**src/rtl/mws_pkg.sv**
```systemverilog
package mws_pkg;

  // Frame layout, in bytes, in arrival order
  localparam int MID_BYTES   = 32;
  localparam int PAD_BYTES   = 20;
  localparam int TAIL_BYTES  = 12;
  localparam int FRAME_BYTES = MID_BYTES + PAD_BYTES + TAIL_BYTES;
  localparam int TAIL_FIRST  = MID_BYTES + PAD_BYTES;
  localparam int IDX_W       = $clog2(FRAME_BYTES);
  localparam int MID_W       = MID_BYTES * 8;
  localparam int TAIL_W      = TAIL_BYTES * 8;

  typedef enum logic {
    SEQ_IDLE = 1'b0,
    SEQ_RUN  = 1'b1
  } seq_state_e;

  typedef enum logic {
    TX_IDLE = 1'b0,
    TX_SEND = 1'b1
  } tx_state_e;

endpackage

```
**src/rtl/mws_frame_rx.sv**
```systemverilog
module mws_frame_rx
  import mws_pkg::*;
#(
  parameter int IDLE_LIMIT = 1024
) (
  input  logic              clk,
  input  logic              rst_n,
  input  logic [7:0]        rx_data,
  input  logic              rx_valid,
  output logic              frame_done,
  output logic              idle_drop,
  output logic [MID_W-1:0]  mid_work,
  output logic [TAIL_W-1:0] tail_work
);

  localparam int GAP_W = $clog2(IDLE_LIMIT + 1);

  logic [IDX_W-1:0]  idx_q;
  logic [GAP_W-1:0]  gap_q;
  logic [MID_W-1:0]  mid_sh;
  logic [TAIL_W-1:0] tail_sh;

  logic in_mid;
  logic in_tail;
  logic at_last;

  // Field decode from the byte index
  function automatic logic idx_in_mid(input logic [IDX_W-1:0] i);
    return i < IDX_W'(MID_BYTES);
  endfunction

  function automatic logic idx_in_tail(input logic [IDX_W-1:0] i);
    return i >= IDX_W'(TAIL_FIRST);
  endfunction

  assign in_mid     = idx_in_mid(idx_q);
  assign in_tail    = idx_in_tail(idx_q);
  assign at_last    = (idx_q == IDX_W'(FRAME_BYTES - 1));
  assign frame_done = rx_valid && at_last;
  assign idle_drop  = !rx_valid && (idx_q != '0) && (gap_q == GAP_W'(IDLE_LIMIT - 1));

  // Byte index and idle gap counter
  always_ff @(posedge clk) begin
    if (!rst_n) begin
      idx_q <= '0;
      gap_q <= '0;
    end else if (rx_valid) begin
      idx_q <= at_last ? '0 : idx_q + 1'b1;
      gap_q <= '0;
    end else if (idle_drop) begin
      idx_q <= '0;
      gap_q <= '0;
    end else if (idx_q != '0) begin
      gap_q <= gap_q + 1'b1;
    end
  end

  // Field shift registers: padding bytes are not stored
  always_ff @(posedge clk) begin
    if (!rst_n) begin
      mid_sh  <= '0;
      tail_sh <= '0;
    end else if (rx_valid) begin
      if (in_mid) begin
        mid_sh <= {mid_sh[MID_W-9:0], rx_data};
      end
      if (in_tail) begin
        tail_sh <= {tail_sh[TAIL_W-9:0], rx_data};
      end
    end
  end

  // Work registers, loaded only when a frame completes
  always_ff @(posedge clk) begin
    if (!rst_n) begin
      mid_work  <= '0;
      tail_work <= '0;
    end else if (frame_done) begin
      mid_work  <= mid_sh;
      tail_work <= {tail_sh[TAIL_W-9:0], rx_data};
    end
  end

endmodule

```
**src/rtl/mws_nonce_seq.sv**
```systemverilog
module mws_nonce_seq
  import mws_pkg::*;
#(
  parameter int NONCE_W = 32
) (
  input  logic               clk,
  input  logic               rst_n,
  input  logic               start,
  input  logic               upper_half,
  input  logic               cand_ready,
  input  logic               hit,
  output logic               busy,
  output logic [NONCE_W-1:0] cand_nonce,
  output logic               found,
  output logic [NONCE_W-1:0] found_nonce,
  output logic               exhausted
);

  localparam int LOW_W = NONCE_W - 1;

  seq_state_e         state_q;
  logic [NONCE_W-1:0] nonce_q;
  logic               accept;
  logic               at_end;

  // First nonce of the selected half
  function automatic logic [NONCE_W-1:0] range_base(input logic up);
    return {up, {LOW_W{1'b0}}};
  endfunction

  // Last nonce of a half: all bits below the half select are ones
  function automatic logic range_end(input logic [NONCE_W-1:0] n);
    return &n[LOW_W-1:0];
  endfunction

  assign busy       = (state_q == SEQ_RUN);
  assign cand_nonce = nonce_q;
  assign accept     = busy && cand_ready;
  assign at_end     = range_end(nonce_q);

  always_ff @(posedge clk) begin
    if (!rst_n) begin
      state_q     <= SEQ_IDLE;
      nonce_q     <= '0;
      found       <= 1'b0;
      found_nonce <= '0;
      exhausted   <= 1'b0;
    end else begin
      found     <= 1'b0;
      exhausted <= 1'b0;
      if (start) begin
        state_q <= SEQ_RUN;
        nonce_q <= range_base(upper_half);
      end else if (accept) begin
        if (hit) begin
          state_q     <= SEQ_IDLE;
          found       <= 1'b1;
          found_nonce <= nonce_q;
        end else if (at_end) begin
          state_q   <= SEQ_IDLE;
          exhausted <= 1'b1;
        end else begin
          nonce_q <= nonce_q + 1'b1;
        end
      end
    end
  end

endmodule

```
**src/rtl/mws_result_tx.sv**
```systemverilog
module mws_result_tx
  import mws_pkg::*;
#(
  parameter int NONCE_W = 32
) (
  input  logic               clk,
  input  logic               rst_n,
  input  logic               found,
  input  logic [NONCE_W-1:0] found_nonce,
  input  logic               tx_ready,
  output logic [7:0]         tx_data,
  output logic               tx_valid
);

  localparam int RES_BYTES = NONCE_W / 8;
  localparam int LEFT_W    = $clog2(RES_BYTES + 1);

  tx_state_e          state_q;
  logic [NONCE_W-1:0] sh_q;
  logic [LEFT_W-1:0]  left_q;
  logic               pend_q;
  logic [NONCE_W-1:0] pend_val_q;
  logic               fire;
  logic               last_fire;

  // Most significant byte of the shift register is on the wire
  function automatic logic [7:0] top_byte(input logic [NONCE_W-1:0] v);
    return v[NONCE_W-1 -: 8];
  endfunction

  assign tx_valid  = (state_q == TX_SEND);
  assign tx_data   = top_byte(sh_q);
  assign fire      = tx_valid && tx_ready;
  assign last_fire = fire && (left_q == '0);

  always_ff @(posedge clk) begin
    if (!rst_n) begin
      state_q    <= TX_IDLE;
      sh_q       <= '0;
      left_q     <= '0;
      pend_q     <= 1'b0;
      pend_val_q <= '0;
    end else if (state_q == TX_IDLE) begin
      if (found) begin
        state_q <= TX_SEND;
        sh_q    <= found_nonce;
        left_q  <= LEFT_W'(RES_BYTES - 1);
      end
    end else if (last_fire) begin
      if (pend_q) begin
        sh_q   <= pend_val_q;
        left_q <= LEFT_W'(RES_BYTES - 1);
        pend_q <= found;
        if (found) begin
          pend_val_q <= found_nonce;
        end
      end else if (found) begin
        sh_q   <= found_nonce;
        left_q <= LEFT_W'(RES_BYTES - 1);
      end else begin
        state_q <= TX_IDLE;
      end
    end else begin
      if (fire) begin
        sh_q   <= sh_q << 8;
        left_q <= left_q - 1'b1;
      end
      if (found) begin
        pend_q     <= 1'b1;
        pend_val_q <= found_nonce;
      end
    end
  end

endmodule

```
**src/rtl/mining_work_seq.sv**
```systemverilog
module mining_work_seq
  import mws_pkg::*;
#(
  parameter int NONCE_W    = 32,
  parameter int IDLE_LIMIT = 1024
) (
  input  logic               clk,
  input  logic               rst_n,
  input  logic [7:0]         rx_data,
  input  logic               rx_valid,
  input  logic               upper_half,
  output logic [MID_W-1:0]   work_mid,
  output logic [TAIL_W-1:0]  work_tail,
  output logic               cand_valid,
  output logic [NONCE_W-1:0] cand_nonce,
  input  logic               cand_ready,
  input  logic               hit,
  output logic [7:0]         tx_data,
  output logic               tx_valid,
  input  logic               tx_ready,
  output logic               busy,
  output logic               range_done
);

  // Named internal events, visible to the bound checker
  logic               pkt_done;
  logic               pkt_drop;
  logic               found_pulse;
  logic [NONCE_W-1:0] found_val;
  logic               seq_busy;

  mws_frame_rx #(
    .IDLE_LIMIT(IDLE_LIMIT)
  ) frame_rx_i (
    .clk       (clk),
    .rst_n     (rst_n),
    .rx_data   (rx_data),
    .rx_valid  (rx_valid),
    .frame_done(pkt_done),
    .idle_drop (pkt_drop),
    .mid_work  (work_mid),
    .tail_work (work_tail)
  );

  mws_nonce_seq #(
    .NONCE_W(NONCE_W)
  ) nonce_seq_i (
    .clk        (clk),
    .rst_n      (rst_n),
    .start      (pkt_done),
    .upper_half (upper_half),
    .cand_ready (cand_ready),
    .hit        (hit),
    .busy       (seq_busy),
    .cand_nonce (cand_nonce),
    .found      (found_pulse),
    .found_nonce(found_val),
    .exhausted  (range_done)
  );

  mws_result_tx #(
    .NONCE_W(NONCE_W)
  ) result_tx_i (
    .clk        (clk),
    .rst_n      (rst_n),
    .found      (found_pulse),
    .found_nonce(found_val),
    .tx_ready   (tx_ready),
    .tx_data    (tx_data),
    .tx_valid   (tx_valid)
  );

  assign busy       = seq_busy;
  assign cand_valid = seq_busy;

endmodule

```
**config.mk**
```make
export PLATFORM = sky130hd
export DESIGN_NAME = mining_work_seq
export DESIGN_NICKNAME = d
export VERILOG_FILES = /design/src/rtl/mws_pkg.sv /design/src/rtl/mws_frame_rx.sv /design/src/rtl/mws_nonce_seq.sv /design/src/rtl/mws_result_tx.sv /design/src/rtl/mining_work_seq.sv
export SDC_FILE = /design/constraint.sdc
export NUM_CORES = 2
export LEC_CHECK = 0
export CAP_MARGIN = 20
export CORE_MARGIN = 5
export CORE_UTILIZATION = 54
export DETAILED_ROUTE_END_ITERATION = 10
export HOLD_SLACK_MARGIN = 0.02
export PLACE_DENSITY_LB_ADDON = 0.12
export SLEW_MARGIN = 10
export SYNTH_ARGS = -nofsm -noshare
export SYNTH_HDL_FRONTEND = slang
export SYNTH_SLANG_ARGS = --single-unit
```
**constraint.sdc**
```tcl
create_clock -name clk -period 2.8 [get_ports clk]
set_input_delay 0.56 -clock clk [delete_from_list [all_inputs] [get_ports clk]]
set_output_delay 0.56 -clock clk [all_outputs]
set_load 0.03 [all_outputs]
```
==> impl_summary.log <==
INFO  metric post-cts-setup-buffer-count = 0
INFO  metric hpwl = around 53 mm
INFO  metric final_critical_path_setup_slack = 355 ps
INFO  metric final.min_clock_period = about 2400 ps
INFO  metric worstPathCellList = clkdlybuf4s50_1
INFO  metric synthArstFlopShare = 0
INFO  metric synth-warning-count = 0
INFO  metric cts_clk_pin_slew_worst_paths = about 60 ps
INFO  metric seqPwrFrac = 0.508
INFO  metric antenna_violating_nets_post_route = 0
INFO  metric max_slew.worst_pin.slew = around 900 ps
INFO  metric hp-start = frame_rx_i.mid_sh[253]
INFO  metric sequential_fraction_of_the_synthesis_area = 0.564
INFO  metric internal_power = approximately 0.019 W
INFO  metric critical_path_arrival = 1880 ps
INFO  metric final_count_of_hold_timing_violations = 0
INFO  metric cts_hold_buffers = 0
INFO  metric drtPass1Iterations = 5
INFO  metric drcViolationCount = 0
INFO  metric avgViaCountPerCell = 5.34
INFO  metric drt_iter0_drc = roughly 2.1k
INFO  metric fin_worst_hold_slack = 451 ps
INFO  metric cpMaxStageDelayCell = sky130_fd_sc_hd__clkdlybuf4s50_1
INFO  metric setup_viol_count_final = 0
INFO  metric yosys_register_bits = about 850
INFO  metric number_of_enable_type_register_cells_in_the_synthesized_netlist = 0
INFO  metric pin_count = 411
INFO  metric rr_worst_depth = 5
INFO  metric grt_setup_unrepaired = no
INFO  metric final_net_count = between 4k and 5k
INFO  metric power-per-cell-area = 630 nW/um^2
INFO  metric p_total = ~0.024 W
INFO  metric synth.most_common_cell = sky130_fd_sc_hd__nand2_1
INFO  metric route.vias.total = ~26k
INFO  metric cts_buffers = 84
INFO  metric cts.sink_count = between 800 and 900
INFO  metric p_sw = 0.00501 W
INFO  metric placement.io_buffers = 410
INFO  metric synth_cell_type_count = between 50 and 60
INFO  metric detailedPlace.worstSlack = roughly 130 ps
INFO  metric final_min_period_over_clock_period = 0.873
INFO  metric grt_first_pass_wirelength = ~130 mm
INFO  metric yosysTopAreaCell = sky130_fd_sc_hd__dfxtp_1
INFO  metric filler_cell_count = 4721
INFO  metric areaGrowthSynthToFinish = 25.6%
INFO  metric final.setup_skew = ~16 ps
INFO  metric drt-wirelength-per-cell = 16.7 um
INFO  metric root_buffer = sky130_fd_sc_hd__clkbuf_16
INFO  metric grt_util_all_layers = 0.261
INFO  metric placedCellCount = roughly 4.8k
INFO  metric detail_route.wirelength = slightly above 80 mm
INFO  metric post-synth-top-area-fraction = 0.564
INFO  metric result_of_the_run = completed
INFO  metric synth_area_leaders = sky130_fd_sc_hd__dfxtp_1, sky130_fd_sc_hd__nand2_1, sky130_fd_sc_hd__a21oi_1, sky130_fd_sc_hd__clkbuf_1, sky130_fd_sc_hd__a221oi_1
INFO  metric largest_net_degree_at_the_start_of_global_routing = 191
INFO  metric start_kind = register
INFO  metric p_sw_frac = 0.210
INFO  metric timing.final.max_slew_violations = 0
INFO  metric cts-resized-gates = 0
INFO  metric rrSetupSlack = between 400 and 500 ps
INFO  metric timing.fmax = about 410 MHz
INFO  metric insertion_delay_of_the_later_clocked_pin_in_the_worst_skew_pair = 620 ps
INFO  metric critical-path-max-stage-delay = between 700 and 800 ps
INFO  metric finalNonFillerCells = around 5.0k
INFO  metric share_of_cells_above_drive_strength_1 = 0.0536
INFO  metric timing.max_cap.violations = 0
INFO  metric grt-ovfl-total = 0
INFO  metric holdPathStages = 2
INFO  metric syn_inst = 3859
INFO  metric comb_power_share = 0.019
INFO  metric power.share.clock = 0.473
INFO  metric hold_path_class = register to register
INFO  metric rows = 86
INFO  metric synthTopCellsByCount = sky130_fd_sc_hd__nand2_1, sky130_fd_sc_hd__dfxtp_1, sky130_fd_sc_hd__a21oi_1
INFO  metric remaining_max_slew_budget_at_the_tightest_pin = 0.384
INFO  metric worst_ep_required_time = between 2000 and 2500 ps
INFO  metric rr_startpoint = nonce_seq_i.cand_nonce[19]
INFO  metric crit_path_max_fanout = 6
INFO  metric first_global_vias = 24.3k
INFO  metric hold-path-endpoint = frame_rx_i.mid_work[253]
INFO  metric syn-mean-instance-area = ~7.8 sq um
INFO  metric leakage = about 12 nW
INFO  metric fin_setup_tns = 0 ps
INFO  metric timing.critical_path.buf_inv = 1
INFO  metric cts-htree-levels = 3
INFO  metric worst_setup_path_type = register to output pin
INFO  metric ctsLongestPathBuffers = 3
INFO  metric die_w = about 250 um
INFO  metric worst_setup_path_end_kind = output pin
INFO  metric worstReg2RegEnd = nonce_seq_i.cand_nonce[31]
INFO  metric initial_antenna_violation_count = 3
INFO  metric vdd_ir_drop_max = 507 uV
INFO  metric critical-path-top-delay-family = buffers and inverters
INFO  metric cts_tree = yes
INFO  metric synthesis.area = about 30000 sq um
INFO  metric synth_nets = around 3.9k
INFO  metric initial_core_util = 0.545
INFO  metric die_area = a little over 60000 sq um
INFO  metric ys_dominant_reg_cell = sky130_fd_sc_hd__dfxtp_1
INFO  metric design.core.area = approximately 55000 sq um
INFO  metric gpl.final_weighted_congestion = ~0.84
INFO  metric die-height = between 200 and 250 um
-- final cells by class --
class                      count  area, sq um  area share
timing repair buffer         485         5070       0.134
tap                          748          936      0.0247
clock inverter                24          254     0.00672
sequential                   849        17000       0.449
antenna                        1         2.50   0.0000662
clock buffer                 127         2540      0.0671
inverter                      17         71.3     0.00189
multi-input combinational   2699        12000       0.316
-- cell usage in the layout (no fill, tap or decap), types with 3 or more instances in the layout --
cell	Yosys	final
sky130_fd_sc_hd__a211oi_1	3	3
sky130_fd_sc_hd__clkdlybuf4s50_1	0	410
sky130_fd_sc_hd__ha_1	6	6
sky130_fd_sc_hd__a22oi_1	8	8
sky130_fd_sc_hd__buf_4	9	43
sky130_fd_sc_hd__nand2_1	1588	1588
sky130_fd_sc_hd__clkbuf_1	272	19
sky130_fd_sc_hd__o31ai_1	7	7
sky130_fd_sc_hd__clkinv_2	0	15
sky130_fd_sc_hd__nand2b_1	5	4
sky130_fd_sc_hd__inv_1	16	16
sky130_fd_sc_hd__nand4_1	8	8
sky130_fd_sc_hd__a31oi_1	5	5
sky130_fd_sc_hd__and3_1	8	8
sky130_fd_sc_hd__o21ai_0	26	26
sky130_fd_sc_hd__buf_12	0	32
sky130_fd_sc_hd__clkbuf_16	0	87
sky130_fd_sc_hd__a21oi_1	818	818
sky130_fd_sc_hd__or3_1	18	18
sky130_fd_sc_hd__nand3_1	41	41
sky130_fd_sc_hd__nor3_1	7	7
sky130_fd_sc_hd__o211ai_1	4	4
sky130_fd_sc_hd__or4_1	7	7
sky130_fd_sc_hd__and2_1	7	7
sky130_fd_sc_hd__xnor2_1	9	9
sky130_fd_sc_hd__nor2_1	54	51
sky130_fd_sc_hd__bufinv_16	0	4
sky130_fd_sc_hd__xor2_1	3	3
sky130_fd_sc_hd__nor4_1	4	4
sky130_fd_sc_hd__clkbuf_8	0	21
sky130_fd_sc_hd__a221oi_1	24	24
sky130_fd_sc_hd__dfxtp_1	849	849
-- registers in the layout, indices dropped and copies added, names as in the netlist --
signal,flops
frame_rx_i.idx_q,6
frame_rx_i.mid_sh,256
result_tx_i.tx_valid,1
result_tx_i.pend_q,1
nonce_seq_i.exhausted,1
result_tx_i.pend_val_q,32
frame_rx_i.mid_work,256
nonce_seq_i.cand_nonce,32
frame_rx_i.gap_q,11
frame_rx_i.tail_sh,88
nonce_seq_i.found,1
nonce_seq_i.found_nonce,32
result_tx_i.sh_q,32
result_tx_i.left_q,3
nonce_seq_i.busy,1
frame_rx_i.tail_work,96
-- logic make-up after synthesis --
family	count (synthesis)	synth area share
AND/OR/NAND/NOR	1764	0.229
flip-flops	849	0.564
XOR/XNOR	12	0.00349
AO/OA/AOI/OAI	917	0.160
buffers and inverters	311	0.0399
adder cells (fa/ha/maj)	6	0.00249
-- worst max path at each step --
stage	depth (start not counted)	slack, ps	end	start
after floorplan	6	400	nonce_seq_i.cand_nonce[31]	nonce_seq_i.cand_nonce[23]
after global placement	6	160	nonce_seq_i.cand_nonce[13]	cand_ready
after detailed placement	6	130	nonce_seq_i.cand_nonce[13]	cand_ready
after CTS	1	330	cand_nonce[11]	nonce_seq_i.cand_nonce[11]
after global routing	1	300	cand_nonce[11]	nonce_seq_i.cand_nonce[11]
final	1	360	cand_nonce[11]	nonce_seq_i.cand_nonce[11]
-- per-stage QoR --
stage                     cell area (sq um)  utilization
after CTS                             37800        0.685
after global placement                35000        0.635
after floorplan                       30100            -
after detailed placement              35000        0.635
after global routing                  37800        0.685
final                                 37800        0.685
-- per-layer routing --
metal	up-vias	wire length (um)	global-route usage	share of wire
met5	-	34	0	0.00041
met4	6	2030	0.0709	0.024
met3	134	5430	0.0592	0.066
met2	669	39800	0.427	0.48
met1	12500	35400	0.351	0.43
li1	13200	-	-	-
-- power groups by stage --
stage	registers (W)	logic, W	clock network, W
2_1_floorplan	0.0124	0.000295	0
3_3_place_gp	0.0124	0.000457	0
3_5_place_dp	0.0124	0.000453	0
4_1_cts	0.0121	0.000453	0.0114
5_1_grt	0.0121	0.000493	0.0120
6_report	0.0121	0.000455	0.0113
(Power assumes the default switching activity.)
